==> config.mk <==
export PLATFORM = sky130hd
export DESIGN_NAME = adc_frame_reader
export DESIGN_NICKNAME = d
export VERILOG_FILES = /design/src/rtl/adc_rdr_pkg.sv /design/src/rtl/adc_rdr_tick.sv /design/src/rtl/adc_rdr_shift.sv /design/src/rtl/adc_rdr_decode.sv /design/src/rtl/adc_frame_reader.sv
export SDC_FILE = /design/constraint.sdc
export NUM_CORES = 1
export LEC_CHECK = 0
export BUFFER_PORTS_ARGS = -buffer_cell sky130_fd_sc_hd__buf_2
export CORE_MARGIN = 1.5
export CORE_UTILIZATION = 58
export CTS_CLUSTER_SIZE = 8
export DETAILED_ROUTE_END_ITERATION = 6
export PLACE_DENSITY = 0.8
export SLEW_MARGIN = 20
export SYNTH_ARGS = -nofsm -noshare
export SYNTH_HDL_FRONTEND = slang
export SYNTH_SLANG_ARGS = --single-unit
export TNS_END_PERCENT = 100
==> constraint.sdc <==
create_clock -name clk -period 2.7 [get_ports clk]
set_clock_uncertainty 0.05 [all_clocks]
set_input_delay 0.27 -clock clk [delete_from_list [all_inputs] [get_ports clk]]
set_output_delay 0.27 -clock clk [all_outputs]
set_load 0.005 [all_outputs]
==> src/rtl/adc_rdr_pkg.sv <==
package adc_rdr_pkg;

    localparam int FRAME_W = 24;
    localparam int RES_W   = 21;
    localparam int CNT_W   = $clog2(FRAME_W + 1);

    typedef enum logic [1:0] {
        RD_IDLE  = 2'd0,
        RD_POLL  = 2'd1,
        RD_SHIFT = 2'd2,
        RD_GAP   = 2'd3
    } rd_state_e;

    typedef struct packed {
        logic sign;
        logic over;
        logic under;
        logic ferr;
    } rd_status_t;

endpackage

==> src/rtl/adc_rdr_tick.sv <==
module adc_rdr_tick #(
    parameter int DIV_W = 8
) (
    input  logic             clk,
    input  logic             rst_n,
    input  logic             en,
    input  logic [DIV_W-1:0] div,
    output logic             tick
);
    logic [DIV_W-1:0] cnt_d, cnt_q;

    always_comb begin
        tick  = en && (cnt_q == div);
        cnt_d = cnt_q;
        if (!en || tick) begin
            cnt_d = '0;
        end else begin
            cnt_d = cnt_q + 1'b1;
        end
    end

    always_ff @(posedge clk or negedge rst_n) begin
        if (!rst_n) cnt_q <= '0;
        else        cnt_q <= cnt_d;
    end
endmodule

==> src/rtl/adc_rdr_shift.sv <==
module adc_rdr_shift
    import adc_rdr_pkg::*;
(
    input  logic               clk,
    input  logic               rst_n,
    input  logic               clear,
    input  logic               sample,
    input  logic               sdo,
    output logic [FRAME_W-1:0] word,
    output logic [CNT_W-1:0]   count
);
    typedef struct packed {
        logic [FRAME_W-1:0] word;
        logic [CNT_W-1:0]   count;
    } sh_t;

    sh_t sh_d, sh_q;

    always_comb begin
        sh_d = sh_q;
        if (clear) begin
            sh_d = '0;
        end else if (sample) begin
            sh_d.word  = {sh_q.word[FRAME_W-2:0], sdo};
            sh_d.count = sh_q.count + 1'b1;
        end
    end

    always_ff @(posedge clk or negedge rst_n) begin
        if (!rst_n) sh_q <= '0;
        else        sh_q <= sh_d;
    end

    assign word  = sh_q.word;
    assign count = sh_q.count;
endmodule

==> src/rtl/adc_rdr_decode.sv <==
module adc_rdr_decode
    import adc_rdr_pkg::*;
(
    input  logic [FRAME_W-1:0] word,
    output logic [RES_W-1:0]   result,
    output rd_status_t         status
);
    logic sgn, msb;

    always_comb begin
        sgn          = word[RES_W];
        msb          = word[RES_W-1];
        result       = word[RES_W-1:0];
        status.sign  = sgn;
        status.over  = sgn & msb;
        status.under = ~sgn & ~msb;
        status.ferr  = word[RES_W+1] | word[RES_W+2];
    end
endmodule

==> src/rtl/adc_frame_reader.sv <==
module adc_frame_reader
    import adc_rdr_pkg::*;
#(
    parameter int DIV_W = 8,
    parameter int TMO_W = 16
) (
    input  logic             clk,
    input  logic             rst_n,
    input  logic             start,
    input  logic [DIV_W-1:0] clk_div,
    input  logic [TMO_W-1:0] tmo_limit,
    input  logic             sdo,
    output logic             cs_n,
    output logic             sck,
    output logic [20:0]      result,
    output logic             sign,
    output logic             overrange,
    output logic             underrange,
    output logic             frame_error,
    output logic             result_valid,
    output logic             timeout
);
    typedef struct packed {
        rd_state_e        st;
        logic             sck;
        logic             cs_n;
        logic [TMO_W-1:0] tmo_cnt;
        logic             gap_cnt;
        logic [RES_W-1:0] result;
        rd_status_t       stat;
        logic             valid;
        logic             tmo;
    } ctl_t;

    localparam ctl_t CTL_RST = '{st: RD_IDLE, sck: 1'b0, cs_n: 1'b1,
                                 tmo_cnt: '0, gap_cnt: 1'b0, result: '0,
                                 stat: '0, valid: 1'b0, tmo: 1'b0};

    ctl_t ctl_d, ctl_q;

    logic               tick;
    logic               sample;
    logic [FRAME_W-1:0] word;
    logic [CNT_W-1:0]   bit_cnt;
    logic [RES_W-1:0]   dec_result;
    rd_status_t         dec_stat;

    adc_rdr_tick #(.DIV_W(DIV_W)) u_tick (
        .clk  (clk),
        .rst_n(rst_n),
        .en   (ctl_q.st != RD_IDLE),
        .div  (clk_div),
        .tick (tick)
    );

    assign sample = (ctl_q.st == RD_SHIFT) && tick && !ctl_q.sck;

    adc_rdr_shift u_shift (
        .clk   (clk),
        .rst_n (rst_n),
        .clear (ctl_q.st == RD_IDLE),
        .sample(sample),
        .sdo   (sdo),
        .word  (word),
        .count (bit_cnt)
    );

    adc_rdr_decode u_dec (
        .word  (word),
        .result(dec_result),
        .status(dec_stat)
    );

    always_comb begin
        ctl_d       = ctl_q;
        ctl_d.valid = 1'b0;
        ctl_d.tmo   = 1'b0;
        unique case (ctl_q.st)
            RD_IDLE: begin
                ctl_d.sck  = 1'b0;
                ctl_d.cs_n = 1'b1;
                if (start) begin
                    ctl_d.st      = RD_POLL;
                    ctl_d.cs_n    = 1'b0;
                    ctl_d.tmo_cnt = '0;
                end
            end
            RD_POLL: begin
                if (tick) begin
                    if (!sdo) begin
                        ctl_d.st = RD_SHIFT;
                    end else if (ctl_q.tmo_cnt == tmo_limit - 1'b1) begin
                        ctl_d.st      = RD_GAP;
                        ctl_d.cs_n    = 1'b1;
                        ctl_d.tmo     = 1'b1;
                        ctl_d.gap_cnt = 1'b0;
                    end else begin
                        ctl_d.tmo_cnt = ctl_q.tmo_cnt + 1'b1;
                    end
                end
            end
            RD_SHIFT: begin
                if (tick) begin
                    if (!ctl_q.sck) begin
                        ctl_d.sck = 1'b1;
                    end else begin
                        ctl_d.sck = 1'b0;
                        if (bit_cnt == CNT_W'(FRAME_W)) begin
                            ctl_d.st      = RD_GAP;
                            ctl_d.cs_n    = 1'b1;
                            ctl_d.valid   = 1'b1;
                            ctl_d.result  = dec_result;
                            ctl_d.stat    = dec_stat;
                            ctl_d.gap_cnt = 1'b0;
                        end
                    end
                end
            end
            RD_GAP: begin
                if (tick) begin
                    if (ctl_q.gap_cnt) ctl_d.st = RD_IDLE;
                    else               ctl_d.gap_cnt = 1'b1;
                end
            end
            default: ctl_d = CTL_RST;
        endcase
    end

    always_ff @(posedge clk or negedge rst_n) begin
        if (!rst_n) ctl_q <= CTL_RST;
        else        ctl_q <= ctl_d;
    end

    assign cs_n         = ctl_q.cs_n;
    assign sck          = ctl_q.sck;
    assign result       = ctl_q.result;
    assign sign         = ctl_q.stat.sign;
    assign overrange    = ctl_q.stat.over;
    assign underrange   = ctl_q.stat.under;
    assign frame_error  = ctl_q.stat.ferr;
    assign result_valid = ctl_q.valid;
    assign timeout      = ctl_q.tmo;
endmodule

== Word level (Yosys, flattened, before mapping) ==
Cells that the tools add are included.

* Register bits after elaboration: 85
* Input port bits: 28
* Word-level logic and storage cells: 95

* $add $sub $neg: 4
* Eq/ne operators: 17
* Mux-type cells: 35
* Bitwise gates (word level): 5
* Reductions and logical operators: 19

{| class="wikitable"
|+ Operator list
! cell !! count
|-
| $mux W27 || 3
|-
| $mux W29 || 2
|-
| $mux W18 || 2
|-
| $pmux W16 S2 || 1
|-
| $ne A2 B2 Y1 const B || 9
|-
| $mux W17 || 1
|-
| $add A16 B1 Y16 const B || 1
|-
| $eq A16 B16 Y1 || 1
|-
| $mux W16 || 1
|-
| $mux W2 || 8
|-
| $reduce_and A8 Y1 || 2
|-
| $sub A16 B1 Y16 const B || 1
|-
| $mux W1 || 11
|-
| $add A8 B1 Y8 const B || 1
|-
| $eq A8 B8 Y1 || 1
|-
| $mux W8 || 1
|-
| $pmux W2 S4 || 1
|-
| $reduce_bool A2 Y1 || 4
|-
| $reduce_and A7 Y1 || 1
|-
| $pmux W1 S3 || 2
|-
| $reduce_bool A3 Y1 || 2
|-
| $add A5 B1 Y5 const B || 1
|-
| $eq A5 B5 Y1 const B || 1
|-
| $reduce_and A5 Y1 || 1
|-
| 15 further kinds || 21
|}

== Longest topological paths before layout ==
* Word-level depth: 6
* Depth in mapped cells: 12
* Depth with buffers taken out: 10

== Modules after synthesis ==
From an unflattened synthesis, not the netlist that was laid out.

* Cell total of the unflattened synthesis: 545
* Area, all modules: 5,047.3 µm²

{| class="wikitable"
|+ By module, submodules not included
! module !! instances !! cells each !! area each (µm²) !! sequential area each (µm²)
|-
| adc_frame_reader || 1 || 375 || 3,114.2 || 1,202.4
|-
| adc_rdr_shift || 1 || 99 || 1,251.2 || 725.7
|-
| adc_rdr_tick || 1 || 46 || 500.5 || 200.2
|-
| adc_rdr_decode || 1 || 25 || 181.4 || 0.0
|}

== Worst setup path before layout ==
Ideal clock, no wire load.

* Path kind: input-to-reg
* Start point: in tmo_limit[0]
* End point: reg ctl_q[34] in the netlist's numbering
* Library setup time: 0.136 ns
* Data arrival time: 2.691 ns
* Required time: 2.514 ns
* Path slack: -0.178 ns
* Stages: 11
* Cells stage by stage: inv_1 > ha_1 > nor4b_4 > nand3_2 > or4b_1 > o211a_1 > or4_4 > o41ai_4 > buf_2 > or3_1 > a21oi_1

* Word-level cells in the longest chain between the ends: 4

{| class="wikitable"
|+ RTL lines
! what !! RTL line !! RTL
|-
| from (decl) || adc_frame_reader.sv:11 || <nowiki>input logic [TMO_W-1:0] tmo_limit,</nowiki>
|-
| $sub A16 B1 Y16 || adc_frame_reader.sv:92 || <nowiki>end else if (ctl_q.tmo_cnt == tmo_limit - 1'b1) begin</nowiki>
|-
| $eq A16 B16 Y1 || adc_frame_reader.sv:92 ||
|-
| $ne A2 B2 Y1 (no source line) || -- ||
|-
| $reduce_and A5 Y1 (no source line) || -- ||
|-
| to (signal assigned) || adc_frame_reader.sv:131 || <nowiki>else ctl_q <= ctl_d;</nowiki>
|-
| to (decl) || adc_frame_reader.sv:39 || <nowiki>ctl_t ctl_d, ctl_q;</nowiki>
|}

No other way between the ends.
A chain may end at the register's enable or synchronous reset.

== Final worst setup path ==
* Start point: reg ctl_q[42] in the netlist's numbering
* End point: reg ctl_q[37] in the netlist's numbering

* Word-level cells in the longest chain between the ends: 3

{| class="wikitable"
|+ RTL lines
! what !! RTL line
|-
| $eq A16 B16 Y1 || adc_frame_reader.sv:92
|-
| $ne A2 B2 Y1 (no source line) || --
|-
| $reduce_and A5 Y1 (no source line) || --
|}

No other way between the ends.

==> results.sh <==
export IMPL_core_um2=7690
export IMPL_grt_max_degree=86
export IMPL_finalSetupViolCount=0
export IMPL_place_congestion=0.910
export IMPL_final_util_pct=68.8
export IMPL_irDropWorstVdd_uv=425
export IMPL_die_w_um=91.7
export IMPL_hold_viol=0
export IMPL_period_share_pct=98.2
export IMPL_worstSetupEndpointType="register"
export IMPL_status="completed"
export IMPL_clk_path_buf_depth=2
export IMPL_syn2layout_area_growth_pct=15.8
export IMPL_synth_compound_area_share_pct=14.5
export IMPL_synth_ff_type="dfrtp_1"
export IMPL_grt_overflow=0
export IMPL_drt_iter0_drc=226
export IMPL_path_max_fanout=32
export IMPL_totalWireLength_um=9340
export IMPL_powerDensity_nw_per_um2=563
export IMPL_hold_class="in2reg"
export IMPL_via_count=3600
export IMPL_grt_usage_pct=24.0
export IMPL_r2r_cells=9
export IMPL_fin_crit_ns=2.65
export IMPL_grtUsageMet2_pct=39.9
export IMPL_dpl_hpwl_um=6690
export IMPL_whs_endpoint="u_shift.word[0]$_DFFE_PN0P_"
export IMPL_tightest_slew_ns=0.944
export IMPL_initial_core_util_pct=59.4
export IMPL_pre_cts_slack_ns=-0.452
export IMPL_syn_nets=510
export IMPL_start_kind="register"
export IMPL_grt_util_met3_pct=3.90
export IMPL_clock_fmax_mhz=377
export IMPL_synth_area_leaders="dfrtp_1, nand2_1, a22o_1, xor2_1, buf_4"
export IMPL_rows=32
export IMPL_avgSynthCellArea_um2=9.67
export IMPL_cap_viol_max_count=0
export IMPL_place_inst=620
export IMPL_muxShareOfSynthArea_pct=1.48
export IMPL_rr_endpoint="ctl_q[37]$_DFFE_PN0P_"
export IMPL_r2r_start="ctl_q[42]$_DFFE_PN0P_"
export IMPL_path_class="reg2reg"
export IMPL_die_area_um2=8410
export IMPL_fillers=611
export IMPL_holdWs_ns=0.164
export IMPL_path_clk_slew_ns=0.09
export IMPL_ys_seq_area_share_pct=46.6
export IMPL_ys_types=54
export IMPL_cts_root_buf="clkbuf_8"
export IMPL_yosys_area_share_adder_pct=2.74
export IMPL_fp_dieH_um=91.7
export IMPL_firstDrtPassIters=4
export IMPL_setup_ws_ns=0.0484
export IMPL_synth_warnings=0
export IMPL_routedWlPerCell_um=14.7
export IMPL_synth_edff_count=0
export IMPL_cp_data_required_time_ns=2.87
export IMPL_grt_use_met1_pct=31.3
export IMPL_drc=0
export IMPL_drive_gt1_share_pct=25.0
export IMPL_io_buffers=56
export IMPL_syn_inst=472
export IMPL_rsz0062_at_grt="true"
export IMPL_antenna_left=0
export IMPL_clock_latency_ns=0.36
export IMPL_grt_pass1_vias=3500
export IMPL_cts_made_buffers=9
export IMPL_htreeDepth=3
export IMPL_synth_simple_area_share_pct=21.2
export IMPL_final_setup_tns_ns=0
export IMPL_diodes=0
export IMPL_async_flop_share_pct=100
export IMPL_cp_arrival_ns=2.82
export IMPL_yosysTopAreaCellShare_pct=46.1
export IMPL_slew_violations=0
export IMPL_p_leak_uw=0.00255
export IMPL_synth_largest_area_cell="dfrtp_1"
export IMPL_nets=568
export IMPL_netlist_area_um2=4560
export IMPL_r2r_setup_slack_ns=0.05
export IMPL_min_path_cells=2
export IMPL_synth_seq_cells=85
export IMPL_antenna_found_initial=0
export IMPL_holdCritStartpoint="sdo"
export IMPL_grt_pass1_wl_um=16100
export IMPL_cts_sinks=85
export IMPL_ioPinCount=57
export IMPL_busiest_layer="met2"
export IMPL_fin_cells=637
export IMPL_synth_top_family_by_area="simple AND/OR/NAND/NOR gates"
export IMPL_slew_limit_headroom_pct=37.0
export IMPL_synth_xor_area_share_pct=6.72
export IMPL_viasPerCell=5.65
export IMPL_cts_tree="done"
report_power, final:
part           switching, uW  internal [uW]
combinational            408            284
clock                    522            366
sequential              64.0           1330
area by class of cell:
class / count / area (um^2) / share of cell area [%]
clock inverters: 7 / 76.3 / 1.44
clock buffers: 9 / 124 / 2.34
multi-input cells: 331 / 2200 / 41.6
inverters: 14 / 70.1 / 1.33
flip-flops and latches: 85 / 2130 / 40.3
repair buffers: 89 / 562 / 10.6
well taps: 102 / 128 / 2.41
sequential cells by signal, summed over array words and instances (netlist names):
name           cells
cs_n               1
ctl_q             19
frame_error        1
overrange          1
result            21
result_valid       1
sck                1
sign               1
timeout            1
u_shift.count      5
u_shift.word      24
u_tick.cnt_q       8
underrange         1
worst max-delay path by stage:
stage / from / endpoint / slack, ns / depth (start not counted)
2_1_floorplan: tmo_limit[0] / ctl_q[33]$_DFFE_PN0P_ / -0.08 / 12
3_3_place_gp: tmo_limit[1] / ctl_q[47]$_DFFE_PN0P_ / -0.39 / 9
3_5_place_dp: tmo_limit[0] / ctl_q[47]$_DFFE_PN0P_ / -0.45 / 9
4_1_cts: ctl_q[37]$_DFFE_PN0P_ / ctl_q[43]$_DFFE_PN0P_ / 0.02 / 9
5_1_grt: tmo_limit[0] / ctl_q[30]$_DFFE_PN0P_ / -0.06 / 13
6_report: ctl_q[42]$_DFFE_PN0P_ / ctl_q[37]$_DFFE_PN0P_ / 0.05 / 9
what timing repair did:
action | in CTS | in global routing
buffers inserted | 0 | 0
pin swaps | 0 | 3
hold buffers | 0 | 1
gates resized for setup | 1 | 9
endpoints found under the setup margin | 2 | 19
endpoints found under the hold margin | 0 | 80
Yosys cell counts, types with 3 or more instances:
library cell  count
ha_1             10
buf_4            21
mux2_2            6
and3_1            7
o31ai_1          11
or3_1             7
clkbuf_1         15
a21oi_1          21
xor2_1           21
or4_1            10
nor2_1           25
o21ai_0           6
nor4_1            7
nand2b_1          4
nand4_1           6
nand2_1          81
o31a_1            3
xnor2_1          14
nor3_1            7
dfrtp_1          84
inv_1            14
o21ai_1           6
a22o_1           25
nand3_1          17
nor2b_1           4
worst max-delay path, stage by stage (launching register included):
cell and delay (ns):
dfrtp_2 0.45, xor2_2 0.21, nor2_1 0.06, or4b_1 0.47, o211a_1 0.15, or4_4 0.43, o41ai_4 0.27, buf_12 0.22
or4_1 0.14, a21oi_1 0.06
through the flow:
| step | power [uW] | cell area, um^2 |
|---|---|---|
| after floorplan | 1880 | 4610 |
| after global placement | 2080 | 5030 |
| after detailed placement | 2110 | 5030 |
| after CTS | 3000 | 5230 |
| after global routing | 3140 | 5290 |
| final | 2980 | 5290 |
per-layer routing:
metal  vias up  wire length, um
met5         -                0
met4         0              239
met3        17              348
met2        66             4490
met1      1741             4260
li1       1776                -
cell usage in the layout, fill, tap and decap left out, types with 3 or more instances in the layout:
cell / count
nand3_1: 17
buf_2: 55
xnor2_1: 13
o21ai_0: 6
buf_4: 30
nor2b_1: 4
a21oi_1: 20
or4_1: 9
nor4_2: 4
o21ai_1: 6
clkbuf_8: 9
nand2_1: 81
dfrtp_1: 83
nor2_1: 24
nand2b_1: 4
inv_1: 12
inv_8: 3
clkinv_4: 3
xor2_1: 20
mux2_2: 6
nor3_1: 5
a22o_1: 25
nor4_1: 5
nand4_1: 6
and3_1: 7
or3_1: 7
ha_1: 9
o31ai_1: 11
o31a_1: 3
cells by family after synthesis:
family / after synthesis
compound gates: 90
fa+ha+maj: 10
xor+xnor: 35
simple gates: 190
mux: 6
flops: 85
buf+inv: 56
(Power assumes the default switching activity.)
